`config.mk`:
```
export PLATFORM = sky130hd
export DESIGN_NAME = hsb_master
export DESIGN_NICKNAME = d
export VERILOG_FILES = /design/src/rtl/hsb_pkg.sv /design/src/rtl/hsb_sync2.sv /design/src/rtl/hsb_timer.sv /design/src/rtl/hsb_fsm.sv /design/src/rtl/hsb_master.sv
export SDC_FILE = /design/constraint.sdc
export NUM_CORES = 1
export LEC_CHECK = 0
export BUFFER_PORTS_ARGS = -buffer_cell sky130_fd_sc_hd__buf_2
export CORE_MARGIN = 4
export CORE_UTILIZATION = 35
export DETAILED_ROUTE_END_ITERATION = 6
export PLACE_DENSITY = 0.63
export SLEW_MARGIN = 20
export SYNTH_ARGS = -nofsm -noshare
export SYNTH_HDL_FRONTEND = slang
export SYNTH_HIERARCHICAL = 1
export SYNTH_SLANG_ARGS = --single-unit
```
`constraint.sdc`:
```
create_clock -name clk -period 2.5 [get_ports clk]
set_input_delay 0.125 -clock clk [delete_from_list [all_inputs] [get_ports clk]]
set_output_delay 0.125 -clock clk [all_outputs]
set_load 0.02 [all_outputs]
```
`src/rtl/hsb_pkg.sv`:
```
package hsb_pkg;

  typedef enum logic [2:0] {
    ST_IDLE = 3'd0,
    ST_ADDR = 3'd1,
    ST_TURN = 3'd2,
    ST_WDAT = 3'd3,
    ST_REQ  = 3'd4,
    ST_REL  = 3'd5
  } hsb_state_t;

  // Output enable for the shared lines in a given state.
  function automatic logic lines_driven(hsb_state_t s, logic wr);
    case (s)
      ST_ADDR:         lines_driven = 1'b1;
      ST_WDAT, ST_REQ: lines_driven = wr;
      default:         lines_driven = 1'b0;
    endcase
  endfunction

  function automatic logic req_level(hsb_state_t s);
    req_level = (s == ST_REQ);
  endfunction

  function automatic logic addr_strobe(hsb_state_t s);
    addr_strobe = (s == ST_ADDR);
  endfunction

  // Counter load value for an interval of n cycles.
  function automatic int unsigned window_load(int unsigned n);
    window_load = (n > 0) ? n - 1 : 0;
  endfunction

endpackage

```
`src/rtl/hsb_sync2.sv`:
```
module hsb_sync2 (
  input  logic clk,
  input  logic rst_n,
  input  logic async_i,
  output logic sync_o
);
  logic meta_q;
  logic stab_q;

  always_ff @(posedge clk or negedge rst_n) begin
    if (!rst_n) begin
      meta_q <= 1'b0;
      stab_q <= 1'b0;
    end else begin
      meta_q <= async_i;
      stab_q <= meta_q;
    end
  end

  assign sync_o = stab_q;
endmodule

```
`src/rtl/hsb_timer.sv`:
```
module hsb_timer #(
  parameter int unsigned CW = 8
) (
  input  logic          clk,
  input  logic          rst_n,
  input  logic          load,
  input  logic [CW-1:0] load_val,
  output logic          expired
);
  logic [CW-1:0] cnt_q;

  always_ff @(posedge clk or negedge rst_n) begin
    if (!rst_n) begin
      cnt_q <= '0;
    end else if (load) begin
      cnt_q <= load_val;
    end else if (cnt_q != '0) begin
      cnt_q <= cnt_q - 1'b1;
    end
  end

  assign expired = (cnt_q == '0);
endmodule

```
`src/rtl/hsb_fsm.sv`:
```
module hsb_fsm
  import hsb_pkg::*;
#(
  parameter int unsigned CW          = 8,
  parameter int unsigned SETTLE_CYC  = 3,
  parameter int unsigned TIMEOUT_CYC = 64
) (
  input  logic          clk,
  input  logic          rst_n,
  input  logic          cmd_fire,
  input  logic          wr_q,
  input  logic          ack_s,
  input  logic          tmr_expired,
  output hsb_state_t    state_q,
  output hsb_state_t    state_d,
  output logic          tmr_load,
  output logic [CW-1:0] tmr_val,
  output logic          ev_leave_addr,
  output logic          ev_ack_seen,
  output logic          ev_ack_gone,
  output logic          ev_timeout
);
  localparam logic [CW-1:0] SETTLE_LD  = CW'(window_load(SETTLE_CYC));
  localparam logic [CW-1:0] TIMEOUT_LD = CW'(window_load(TIMEOUT_CYC));

  always_comb begin
    state_d       = state_q;
    tmr_load      = 1'b0;
    tmr_val       = '0;
    ev_leave_addr = 1'b0;
    ev_ack_seen   = 1'b0;
    ev_ack_gone   = 1'b0;
    ev_timeout    = 1'b0;
    case (state_q)
      ST_IDLE: begin
        if (cmd_fire) begin
          state_d  = ST_ADDR;
          tmr_load = 1'b1;
          tmr_val  = SETTLE_LD;
        end
      end
      ST_ADDR: begin
        if (tmr_expired) begin
          state_d       = wr_q ? ST_WDAT : ST_TURN;
          ev_leave_addr = 1'b1;
        end
      end
      ST_TURN, ST_WDAT: begin
        state_d  = ST_REQ;
        tmr_load = 1'b1;
        tmr_val  = TIMEOUT_LD;
      end
      ST_REQ: begin
        if (ack_s) begin
          state_d     = ST_REL;
          tmr_load    = 1'b1;
          tmr_val     = TIMEOUT_LD;
          ev_ack_seen = 1'b1;
        end else if (tmr_expired) begin
          state_d    = ST_IDLE;
          ev_timeout = 1'b1;
        end
      end
      ST_REL: begin
        if (!ack_s) begin
          state_d     = ST_IDLE;
          ev_ack_gone = 1'b1;
        end else if (tmr_expired) begin
          state_d    = ST_IDLE;
          ev_timeout = 1'b1;
        end
      end
      default: state_d = ST_IDLE;
    endcase
  end

  always_ff @(posedge clk or negedge rst_n) begin
    if (!rst_n) state_q <= ST_IDLE;
    else        state_q <= state_d;
  end
endmodule

```
`src/rtl/hsb_master.sv`:
```
module hsb_master
  import hsb_pkg::*;
#(
  parameter int unsigned W           = 16,
  parameter int unsigned SETTLE_CYC  = 3,
  parameter int unsigned TIMEOUT_CYC = 64
) (
  input  logic         clk,
  input  logic         rst_n,
  input  logic         cmd_valid,
  output logic         cmd_ready,
  input  logic         cmd_write,
  input  logic [W-1:0] cmd_addr,
  input  logic [W-1:0] cmd_wdata,
  output logic         rsp_done,
  output logic         rsp_error,
  output logic [W-1:0] rsp_rdata,
  output logic [W-1:0] bus_ad_o,
  output logic         bus_oe,
  input  logic [W-1:0] bus_ad_i,
  output logic         bus_aph,
  output logic         bus_wr,
  output logic         bus_req,
  input  logic         bus_ack
);
  localparam int unsigned MAX_WIN = (SETTLE_CYC > TIMEOUT_CYC) ? SETTLE_CYC : TIMEOUT_CYC;
  localparam int unsigned CW      = $clog2(MAX_WIN + 1);

  hsb_state_t    state_q;
  hsb_state_t    state_d;
  logic          ack_s;
  logic          tmr_load;
  logic [CW-1:0] tmr_val;
  logic          tmr_expired;

  // Named internal events, visible to the bound checker.
  logic ev_accept;
  logic ev_leave_addr;
  logic ev_ack_seen;
  logic ev_ack_gone;
  logic ev_timeout;

  logic         wr_q;
  logic [W-1:0] wdata_q;
  logic [W-1:0] ad_q;
  logic [W-1:0] rdata_q;
  logic         oe_q;
  logic         req_q;
  logic         aph_q;
  logic         done_q;
  logic         err_q;
  logic         wr_next;

  assign cmd_ready = (state_q == ST_IDLE);
  assign ev_accept = cmd_valid & cmd_ready;
  assign wr_next   = ev_accept ? cmd_write : wr_q;

  hsb_sync2 u_ack_sync (
    .clk     (clk),
    .rst_n   (rst_n),
    .async_i (bus_ack),
    .sync_o  (ack_s)
  );

  hsb_timer #(.CW(CW)) u_window (
    .clk      (clk),
    .rst_n    (rst_n),
    .load     (tmr_load),
    .load_val (tmr_val),
    .expired  (tmr_expired)
  );

  hsb_fsm #(
    .CW          (CW),
    .SETTLE_CYC  (SETTLE_CYC),
    .TIMEOUT_CYC (TIMEOUT_CYC)
  ) u_fsm (
    .clk           (clk),
    .rst_n         (rst_n),
    .cmd_fire      (ev_accept),
    .wr_q          (wr_q),
    .ack_s         (ack_s),
    .tmr_expired   (tmr_expired),
    .state_q       (state_q),
    .state_d       (state_d),
    .tmr_load      (tmr_load),
    .tmr_val       (tmr_val),
    .ev_leave_addr (ev_leave_addr),
    .ev_ack_seen   (ev_ack_seen),
    .ev_ack_gone   (ev_ack_gone),
    .ev_timeout    (ev_timeout)
  );

  // Command capture.
  always_ff @(posedge clk or negedge rst_n) begin
    if (!rst_n) begin
      wr_q    <= 1'b0;
      wdata_q <= '0;
    end else if (ev_accept) begin
      wr_q    <= cmd_write;
      wdata_q <= cmd_wdata;
    end
  end

  // Bus control outputs come from flops decoded from the next state,
  // so the unclocked bus never sees decode glitches.
  always_ff @(posedge clk or negedge rst_n) begin
    if (!rst_n) begin
      oe_q  <= 1'b0;
      req_q <= 1'b0;
      aph_q <= 1'b0;
    end else begin
      oe_q  <= lines_driven(state_d, wr_next);
      req_q <= req_level(state_d);
      aph_q <= addr_strobe(state_d);
    end
  end

  // Shared-line value: address first, then write data.
  always_ff @(posedge clk or negedge rst_n) begin
    if (!rst_n) begin
      ad_q <= '0;
    end else if (ev_accept) begin
      ad_q <= cmd_addr;
    end else if (ev_leave_addr && wr_q) begin
      ad_q <= wdata_q;
    end
  end

  // Read capture at the acknowledge edge.
  always_ff @(posedge clk or negedge rst_n) begin
    if (!rst_n) begin
      rdata_q <= '0;
    end else if (ev_ack_seen && !wr_q) begin
      rdata_q <= bus_ad_i;
    end
  end

  always_ff @(posedge clk or negedge rst_n) begin
    if (!rst_n) begin
      done_q <= 1'b0;
      err_q  <= 1'b0;
    end else begin
      done_q <= ev_ack_gone | ev_timeout;
      err_q  <= ev_timeout;
    end
  end

  assign bus_ad_o  = ad_q;
  assign bus_oe    = oe_q;
  assign bus_req   = req_q;
  assign bus_aph   = aph_q;
  assign bus_wr    = wr_q;
  assign rsp_done  = done_q;
  assign rsp_error = err_q;
  assign rsp_rdata = rdata_q;

endmodule

```
# After elaboration in Yosys (flattened, before gate mapping)

Cells that the tools add are included.

Flip-flop bits (word level): 66
Output and inout port bits: 39

Reduce and logical (&&, ||, !) cells: 10
Add/subtract/negate cells: 1
Multiplexer cells: 27
Bitwise gates (word level): 2
Equal/unequal tests: 8

Operator list:

| cell                                              | count |
|---|---|
| 2-to-1 mux 16 bit                                 | 2 |
| case mux 7 bit (3 select lines)                   | 1 |
| 2-to-1 mux 3 bit                                  | 5 |
| case mux 3 bit (5 select lines)                   | 1 |
| 2-to-1 mux 7 bit                                  | 2 |
| 2-to-1 mux 1 bit                                  | 11 |
| == test 3 x 2 -> 1 bit (second input constant)    | 3 |
| == test 3 bit (second input constant)             | 3 |
| logical NOT 7 bit                                 | 1 |
| nonzero test 7 bit                                | 1 |
| subtractor 7 x 1 -> 7 bit (second input constant) | 1 |
| == test 3 x 1 -> 1 bit (second input constant)    | 2 |
| 2-to-1 mux 6 bit                                  | 1 |
| case mux 1 bit (2 select lines)                   | 2 |
| nonzero test 2 bit                                | 2 |
| OR reduction 2 bit                                | 2 |
| logical NOT 3 bit                                 | 1 |
| case mux 1 bit (3 select lines)                   | 1 |
| logical AND 1 bit                                 | 2 |
| 2-to-1 mux 2 bit                                  | 1 |
| AND 1 bit                                         | 1 |
| logical NOT 1 bit                                 | 1 |
| OR 1 bit                                          | 1 |

# Depth between registers and ports, before layout

Gate-level depths: netlist of run 1.

Depth after elaboration: 7
Depth in mapped cells: 10
Gate-level depth less buffers: 10

# By module

Netlist of run 1, hierarchy kept.

By module, submodules not included:

| module     | sequential area each (um2) | area each (um2) | cells an instance | instances |
|---|---|---|---|---|
| hsb_master | 1,351.3                    | 2,173.3         | 188               | 1 |
| hsb_timer  | 175.2                      | 434.2           | 43                | 1 |
| hsb_fsm    | 75.1                       | 245.2           | 31                | 1 |
| hsb_sync2  | 50.0                       | 50.0            | 2                 | 1 |

# Worst setup path before layout of run 1

Ideal clock, no wire load.

Path kind: reg-to-reg
From: reg u_fsm.state_q[1]
To: reg u_window.cnt_q[5]
Path buffers: 3
Period minus slack after synthesis: 2.309 ns
Data arrival time: 2.231 ns
Cell stages (with the launch flop): 10
Slack: 0.191 ns
Library setup time: 0.077 ns
Data required time: 2.423 ns
Path through: dfrtp_1 > or4b_4 > buf_6 > clkinv_4 > buf_4 > a21oi_1 > o22ai_1 > clkbuf_1 > a41oi_1 > a21oi_1

Cells in the longest elaborated chain, start to end: 5
Elaborated cells between the ends (all ways): 11
Those cells by class: 3 x eq/ne; 4 x mux; 1 x bitwise; 3 x reduce/logical

RTL lines:

| what                                                          | RTL line         | RTL |
|---|---|---|
| start: declaration                                            | hsb_fsm.sv:14    | `output hsb_state_t state_q,` |
| start signal: assignment                                      | hsb_fsm.sv:79    | `else state_q <= state_d;` |
| logical NOT 3 bit (*)                                         | hsb_master.sv:54 | `assign cmd_ready = (state_q == ST_IDLE);` |
| AND 1 bit (*)                                                 | hsb_master.sv:55 | `assign ev_accept = cmd_valid & cmd_ready;` |
| via ev_accept                                                 | hsb_master.sv:37 | `logic ev_accept;` |
| 2-to-1 mux 1 bit (*)                                          | hsb_fsm.sv:36    | `if (cmd_fire) begin` |
| case mux 1 bit (3 select lines) (*)                           | hsb_fsm.sv:34    | `case (state_q)` |
| via tmr_load                                                  | hsb_master.sv:32 | `logic tmr_load;` |
| 2-to-1 mux 7 bit / nonzero test 2 bit (equally long branches) | n/a              |  |
| end signal: assignment                                        | hsb_timer.sv:16  | `cnt_q <= load_val;` |
| end signal: assignment                                        | hsb_timer.sv:18  | `cnt_q <= cnt_q - 1'b1;` |
| end: declaration                                              | hsb_timer.sv:10  | `logic [CW-1:0] cnt_q;` |

Mark *: on every way through the listed nets, which the timed path passes. The rest lies on a longest branch.
A chain may end at the register's enable or synchronous reset.

# Final worst setup path of run 1

From: reg u_window.cnt_q[0]
To: reg oe_q, in the netlist bus_oe

Cells in the longest elaborated chain, start to end: 7
Elaborated cells between the ends (all ways): 11
Those cells by class: 3 x eq/ne; 6 x mux; 2 x reduce/logical

RTL lines:

| what                                                           | RTL line                     | RTL |
|---|---|---|
| logical NOT 7 bit (*)                                          | hsb_timer.sv:22              | `assign expired = (cnt_q == '0);` |
| via tmr_expired                                                | hsb_master.sv:34             | `logic tmr_expired;` |
| 2-to-1 mux 3 bit                                               | hsb_fsm.sv:59, hsb_fsm.sv:68 |  |
| 2-to-1 mux 3 bit (on tied branches)                            | hsb_fsm.sv:65, hsb_fsm.sv:54 |  |
| case mux 3 bit (5 select lines) (*)                            | hsb_fsm.sv:34                |  |
| via state_d[2]                                                 | hsb_master.sv:30             | `hsb_state_t state_d;` |
| == test 3 bit / == test 3 x 2 -> 1 bit (equally long branches) | hsb_pkg.sv:14                | `case (s)` |
| OR reduction 2 bit                                             | hsb_pkg.sv:14                |  |
| case mux 1 bit (2 select lines) (*)                            | hsb_pkg.sv:14                |  |
| end signal: assignment                                         | hsb_master.sv:113            | `oe_q <= lines_driven(state_d, wr_next);` |
| end: declaration                                               | hsb_master.sv:47             | `logic oe_q;` |

Marks and branches as above.

==> reports/qor.txt, run 1 <==
Worst Path Arrival: 2450 ps
H-tree levels: 3
Clk Tree Root Cell: clkbuf_8
Number of port buffers: 91
Commonest non-fill, non-tap cells in the layout: 91 x buf_2, 68 x nand2_1, 66 x dfrtp_1
Worst-path clk slew: 80 ps
CP max stage cell: dfrtp_1
CP Max Fanout: 4
Fill cells: 764
Nature of the critical path endpoint: flop
Initial DRC Count: 101
Rows: 32
Worst skew pair latency: 340 ps
Setup TNS: 0 ps
Vias: 2284
Drt drc: 0
Die Ht: 99.07 um
Critical Setup Path Class: flop to flop
Initial antenna violation count: 0
Sequential share of the synthesized area: 56.90%
Actual slew at the worst max-slew pin: 602.1 ps
N_diodes: 0
Pre-antenna DRT Iters: 4
Die Area: 9815 sq um
Most common cell after layout, fill and taps aside: buf_2
Final min period: 2188 ps
Hold Crit Start: bus_ad_i[10]
WP buf/inv: 2
Initial core utilization: 36.80%
Fin util: 47.94%
Synth Cell Area: 2903 sq um
Dpl hpwl: 4672 um
Largest net degree at the start of global routing: 45
Per-cell routed wire length: 13.60 um
Delay-heaviest family, CP: adder cells
CTS buffer count: 9
Top FF cell, synth: dfrtp_1
Grt ovf: 0
Gpl congestion: 0.7527
First-pass GRT wire length: 11020 um
Max-cap violations: 0
Vias in the first global route: 2319
Hold/Removal Path Class: input pin to flop
Synth Register Bits: 66
Slew margin rel.: 59.44%
CTS tree: built
Mean Syn Cell Area: 11.00 sq um
Start of the worst register-to-register path: u_window/cnt_q[0]
Post-Route WL: 6529 um
EDFF count, synth: 0
Die width: 99.07 um
Clock tree buffer depth: 2
Critical Path RT: 2760 ps
Max Clk Rate: 457.0 MHz
# setup viols final: 0
Routed vias/inst: 4.758
Ys Warns: 6
Critical path, cell by cell: inv_1, ha_1, nand2b_1, nor2_1, buf_4, maj3_2, o21ai_2, nor3b_1, a21oi_1, o21bai_1
CTS Sinks: 66
Post-DRT Antenna Nets: 0
Max Slew Vio Count: 0
Core Region: 7888 sq um
Layout area overhead: 30.26%
CP Launch Type: flop
Lkg Pwr: 0.001857 uW
Post-Synthesis Cells: 264
Final clock period utilization by the worst path: 87.52%
Gr usage total: 13.97%
Worst setup startpoint: u_window/cnt_q[0]
Share of cells above drive strength 1: 37.83%
Final Hold Viols: 0
Syn nets: 319
Outcome: finished, final reports clean
Maximum VDD drop: 0.0005701 V
Crit path largest cell delay: 410 ps
Post-cts resize count: 0
RSZ-0062 raised after global routing: false
Final Skew: 12.55 ps
Post-synth ARST share: 100.0%
Count of different cell masters after synthesis: 45
I/O pins: 92
Final Net Count: 429
Power density over cell area: 1200 nW/um^2
==> sequential cells by signal (all words and copies together), names as in the netlist <==
register and cells:
bus_ad_o 16, bus_aph 1, bus_oe 1, bus_req 1, bus_wr 1, rsp_done 1
rsp_error 1, rsp_rdata 16, u_ack_sync/meta_q 1, u_ack_sync/sync_o 1, u_fsm/state_q 3, u_window/cnt_q 7
wdata_q 16
==> cell type report <==
class	count	area (sq um)	share of cell area (%)
multi-input combinational	174	1095	28.95
sequential	66	1652	43.68
clock buffer	10	137.6	3.640
clock inverter	5	55.05	1.456
tap	102	127.6	3.375
timing repair buffer	116	683.2	18.07
inverter	7	31.28	0.8273
==> synth_stat cells, types with 2 or more instances <==
library cell	count	area, sq um
nand2_1	68	255.2
nor2_1	2	7.510
mux2_2	18	202.7
dfrtp_1	66	1652
xnor2_1	2	17.52
clkbuf_1	3	11.26
o31ai_1	5	37.54
nand2b_1	4	25.02
nor3b_1	17	127.6
ha_1	2	25.02
nor2b_1	3	18.77
buf_4	8	60.06
o22ai_1	2	12.51
o21ai_0	4	20.02
mux2_1	2	22.52
inv_1	5	18.77
nor3_1	5	25.02
a31oi_1	15	93.84
buf_6	4	45.04
a21oi_1	4	20.02
==> logic make-up after synthesis <==
family	Yosys count	synth area share [%]
fa+ha+maj	3	1.250
compound gates	39	8.880
other cells	1	0.1292
xor+xnor	2	0.6036
mux	21	8.103
simple gates	108	18.75
flops	66	56.90
buf+inv	24	5.388
==> metal layers <==
metal	up-vias	wire length, um	share of wire, %	GRT usage [%]
met1	1086	2920	45	17.88
li1	1128	-	-	-
met2	68	3130	48	22.52
met4	0	40	0.61	4.412
met5	-	0	0	0
met3	2	437	6.7	4.459
==> stage by stage <==
stage / setup WS, ps / total power, uW / area, sq um / hold WS [ps] / instances
floorplan: 191.4 / 3131 / 2903 / -170.6 / 264
global placement: 343.0 / 3640 / 3428 / -13.36 / 449
detailed placement: 309.1 / 3696 / 3428 / -6.288 / 449
CTS: 297.0 / 4597 / 3781 / 12.91 / 480
global route: 76.56 / 4899 / 3781 / 7.857 / 480
finish: 312.0 / 4537 / 3781 / 20.59 / 480
==> power breakdown <==
part	internal, uW	switching [uW]
Sequential	1540	270
Clock	479	398
Combinational	765	1080
Total	2790	1750
==> repair_timing <==
action	4_1_cts	5_1_grt
buffers inserted	0	0
endpoints found under the setup margin	0	0
hold buffers	16	0
endpoints found under the hold margin	23	0
==> path summary, 6_finish.rpt <==
check,to,slack [ps],depth (start not counted)
min in group asynchronous,bus_oe,170,2
worst min register to register,u_ack_sync/sync_o,360,0
worst min-delay path,rsp_rdata[10],20,2
worst max register to register,bus_oe,310,10
max in group asynchronous,wdata_q[12],1680,3
worst max-delay path,bus_oe,310,10
(Power assumes the default switching activity.)
==> run 2: changes to the inputs <==
--- a/config.mk
+++ b/config.mk
@@ -5,13 +5,12 @@
 export SDC_FILE = /design/constraint.sdc
 export NUM_CORES = 1
 export LEC_CHECK = 0
-export BUFFER_PORTS_ARGS = -buffer_cell sky130_fd_sc_hd__buf_2
+export BUFFER_PORTS_ARGS = -buffer_cell sky130_fd_sc_hd__buf_4
 export CORE_MARGIN = 4
-export CORE_UTILIZATION = 35
+export CORE_UTILIZATION = 40
 export DETAILED_ROUTE_END_ITERATION = 6
-export PLACE_DENSITY = 0.63
+export PLACE_DENSITY = 0.71
 export SLEW_MARGIN = 20
 export SYNTH_ARGS = -nofsm -noshare
 export SYNTH_HDL_FRONTEND = slang
-export SYNTH_HIERARCHICAL = 1
 export SYNTH_SLANG_ARGS = --single-unit
==> reports/qor.txt, run 2 <==
Top Layer Used: met4
Max Slew Vio Count: 0
Worst setup startpoint: u_fsm.state_q[1]
CP Launch Type: flop
Top FF cell, synth: dfrtp_1
Die Area: 8392 sq um
WL met3: 375 um
Drt drc: 0
Ys Warns: 0
Cell Area, Placed: 3550 sq um
Post-DRT Antenna Nets: 0
Pre-CTS WS: 628.5 ps
Worst setup margin: 655.3 ps
CTS Sinks: 66
Final min period: 1845 ps
Vias: 2228
Worst skew pair latency: 330 ps
Setup bufs post-CTS: 0
Mean Syn Cell Area: 11.41 sq um
Core Region: 6794 sq um
Fin util: 60.79%
Syn nets: 299
Maximum VDD drop: 0.0002643 V
Rows: 30
Post-Synthesis Cells: 245
Pre-antenna DRT Iters: 4
Final clock period utilization by the worst path: 73.79%
H-tree levels: 3
Clock tree buffer depth: 2
Initial DRC Count: 80
Post-cts resize count: 0
Gr usage total: 15.82%
Post-synth ARST share: 100.0%
Max Clk Rate: 542.1 MHz
Final Hold Viols: 0
Worst Path Arrival: 2050 ps
Max-cap violations: 0
Outcome: finished, final reports clean
Register Area: 1652 sq um
Fill cells: 556
Worst-path clk slew: 80 ps
Synth Cell Area: 2796 sq um
Routed vias/inst: 4.632
Gpl congestion: 0.8165
Per-cell routed wire length: 13.36 um
Most common cell after layout, fill and taps aside: buf_4
Sequential share of the synthesized area: 59.06%
CTS buffer count: 9
Commonest cells in the netlist: 69 x nand2_1, 66 x dfrtp_1, 17 x mux2i_1, 17 x o21ai_1, 11 x mux2_2
Area of the multi-input gates: 1057 sq um
Largest net degree at the start of global routing: 67
Lkg Pwr: 0.002079 uW
Nature of the critical path endpoint: flop
Layout area overhead: 47.70%
Synth Register Bits: 66
Count of different cell masters after synthesis: 42
RSZ-0062 raised after global routing: false
R2R setup slack: 660 ps
Actual slew at the worst max-slew pin: 807.5 ps
Share of cells above drive strength 1: 35.06%
CP Max Fanout: 16
EDFF count, synth: 0
First-pass GRT wire length: 10660 um
Die Ht: 91.61 um
I/O pins: 92
Hold Crit Start: cmd_addr[12]
Start of the worst register-to-register path: u_fsm.state_q[1]
Commonest non-fill, non-tap cells in the layout: 95 x buf_4, 69 x nand2_1, 66 x dfrtp_1
Post-synth top area cell: dfrtp_1
Synth top area share: 59.06%
Slew margin rel.: 46.16%
# setup viols final: 0
Number of port buffers: 91
Design Area, Final: 4130 sq um
Clk Tree Root Cell: clkbuf_8
Initial core utilization: 41.16%
N_diodes: 0
Die width: 91.61 um
Initial antenna violation count: 0
Count leader, synth: nand2_1
Critical Setup Path Class: flop to flop
Met2 wire length: 3265 um
Hold/Removal Path Class: input pin to flop
Setup TNS: 0 ps
CTS tree: built
Grt ovf: 0
Vias in the first global route: 2285
Dpl hpwl: 4199 um
Final Net Count: 434
Critical Path RT: 2710 ps
Final Skew: 7.982 ps
Post-Route WL: 6424 um
Top cells by area, synth: dfrtp_1 59%, nand2_1 9.3%, mux2i_1 6.1%, mux2_2 4.4%, o21ai_1 3.0%
Power density over cell area: 481.8 nW/um^2
M1 wire length: 2768 um
run 2: changes by cell type in the layout (fill, tap and decap cells not counted), moves of 7 or more:
cell           previous run  this run
mux2i_1                   1        17
dlygate4sd3_1            16        40
buf_4                     9        95
mux2_2                   18        11
buf_2                    91         0
o21ai_1                   0        17
a31oi_1                  15         0
nor3b_1                  17         0
run 2: final timing paths:
check                                    end  depth (start not counted)
max                             rsp_rdata[6]                          3
min                             bus_ad_o[12]                          3
max reg2reg                     rsp_rdata[6]                          3
min reg2reg                u_ack_sync.sync_o                          0
max in group asynchronous        bus_ad_o[1]                          2
min in group asynchronous       rsp_rdata[9]                          2
run 2: logic make-up (layout without fill, tap and decap cells):
kind of cell | Yosys count | in the layout | share of synthesized area (%)
xor gates and xnor gates | 5 | 5 | 1.566
adders and majority gates | 1 | 1 | 0.4474
and+or+nand+nor | 97 | 97 | 16.65
muxes | 34 | 34 | 13.06
DFF | 66 | 66 | 59.06
AOI/OAI and AO/OA | 29 | 29 | 6.040
buffers and inverters | 13 | 153 | 3.177
run 2: area by class of cell:
type                            count  share of cell area [%]
Clock inverter                      6                   1.030
Sequential cell                    66                   39.99
Tap cell                           96                   2.908
Inverter                            2                  0.1818
Multi-Input combinational cell    166                   25.60
Timing Repair Buffer              135                   26.96
Clock buffer                       10                   3.332
run 2: what timing repair did:
| item | CTS | global route |
|---|---|---|
| endpoints found under the setup margin | 0 | 0 |
| hold buffers | 39 | 1 |
| endpoints found under the hold margin | 104 | 1 |
run 2: layer usage:
layer  up-vias  track usage [%]
li1       1093                -
met1      1068            19.59
met3         2            4.512
met4         0            3.894
met2        65            27.21
met5         -                0
run 2: power breakdown:
group	switching (uW)	internal, uW	leakage, uW
combinational	41.7	92.1	0.00119
sequential	1.06	1070	0.000804
clock	400	386	0.0000882
run 2: critical path, stage by stage (launching register included):
cell and delay [ps]:
dfrtp_1 410, nand2b_2 250, nor3_4 650, mux2_2 410
run 2: stage by stage:
step	cells	power (uW)	hold WS, ps
floorplan	245	1092	-170.6
finish	481	1990	19.74
global route	481	2084	10.59
detailed placement	425	1176	238.4
global placement	425	1175	235.2
CTS	480	2029	1.503
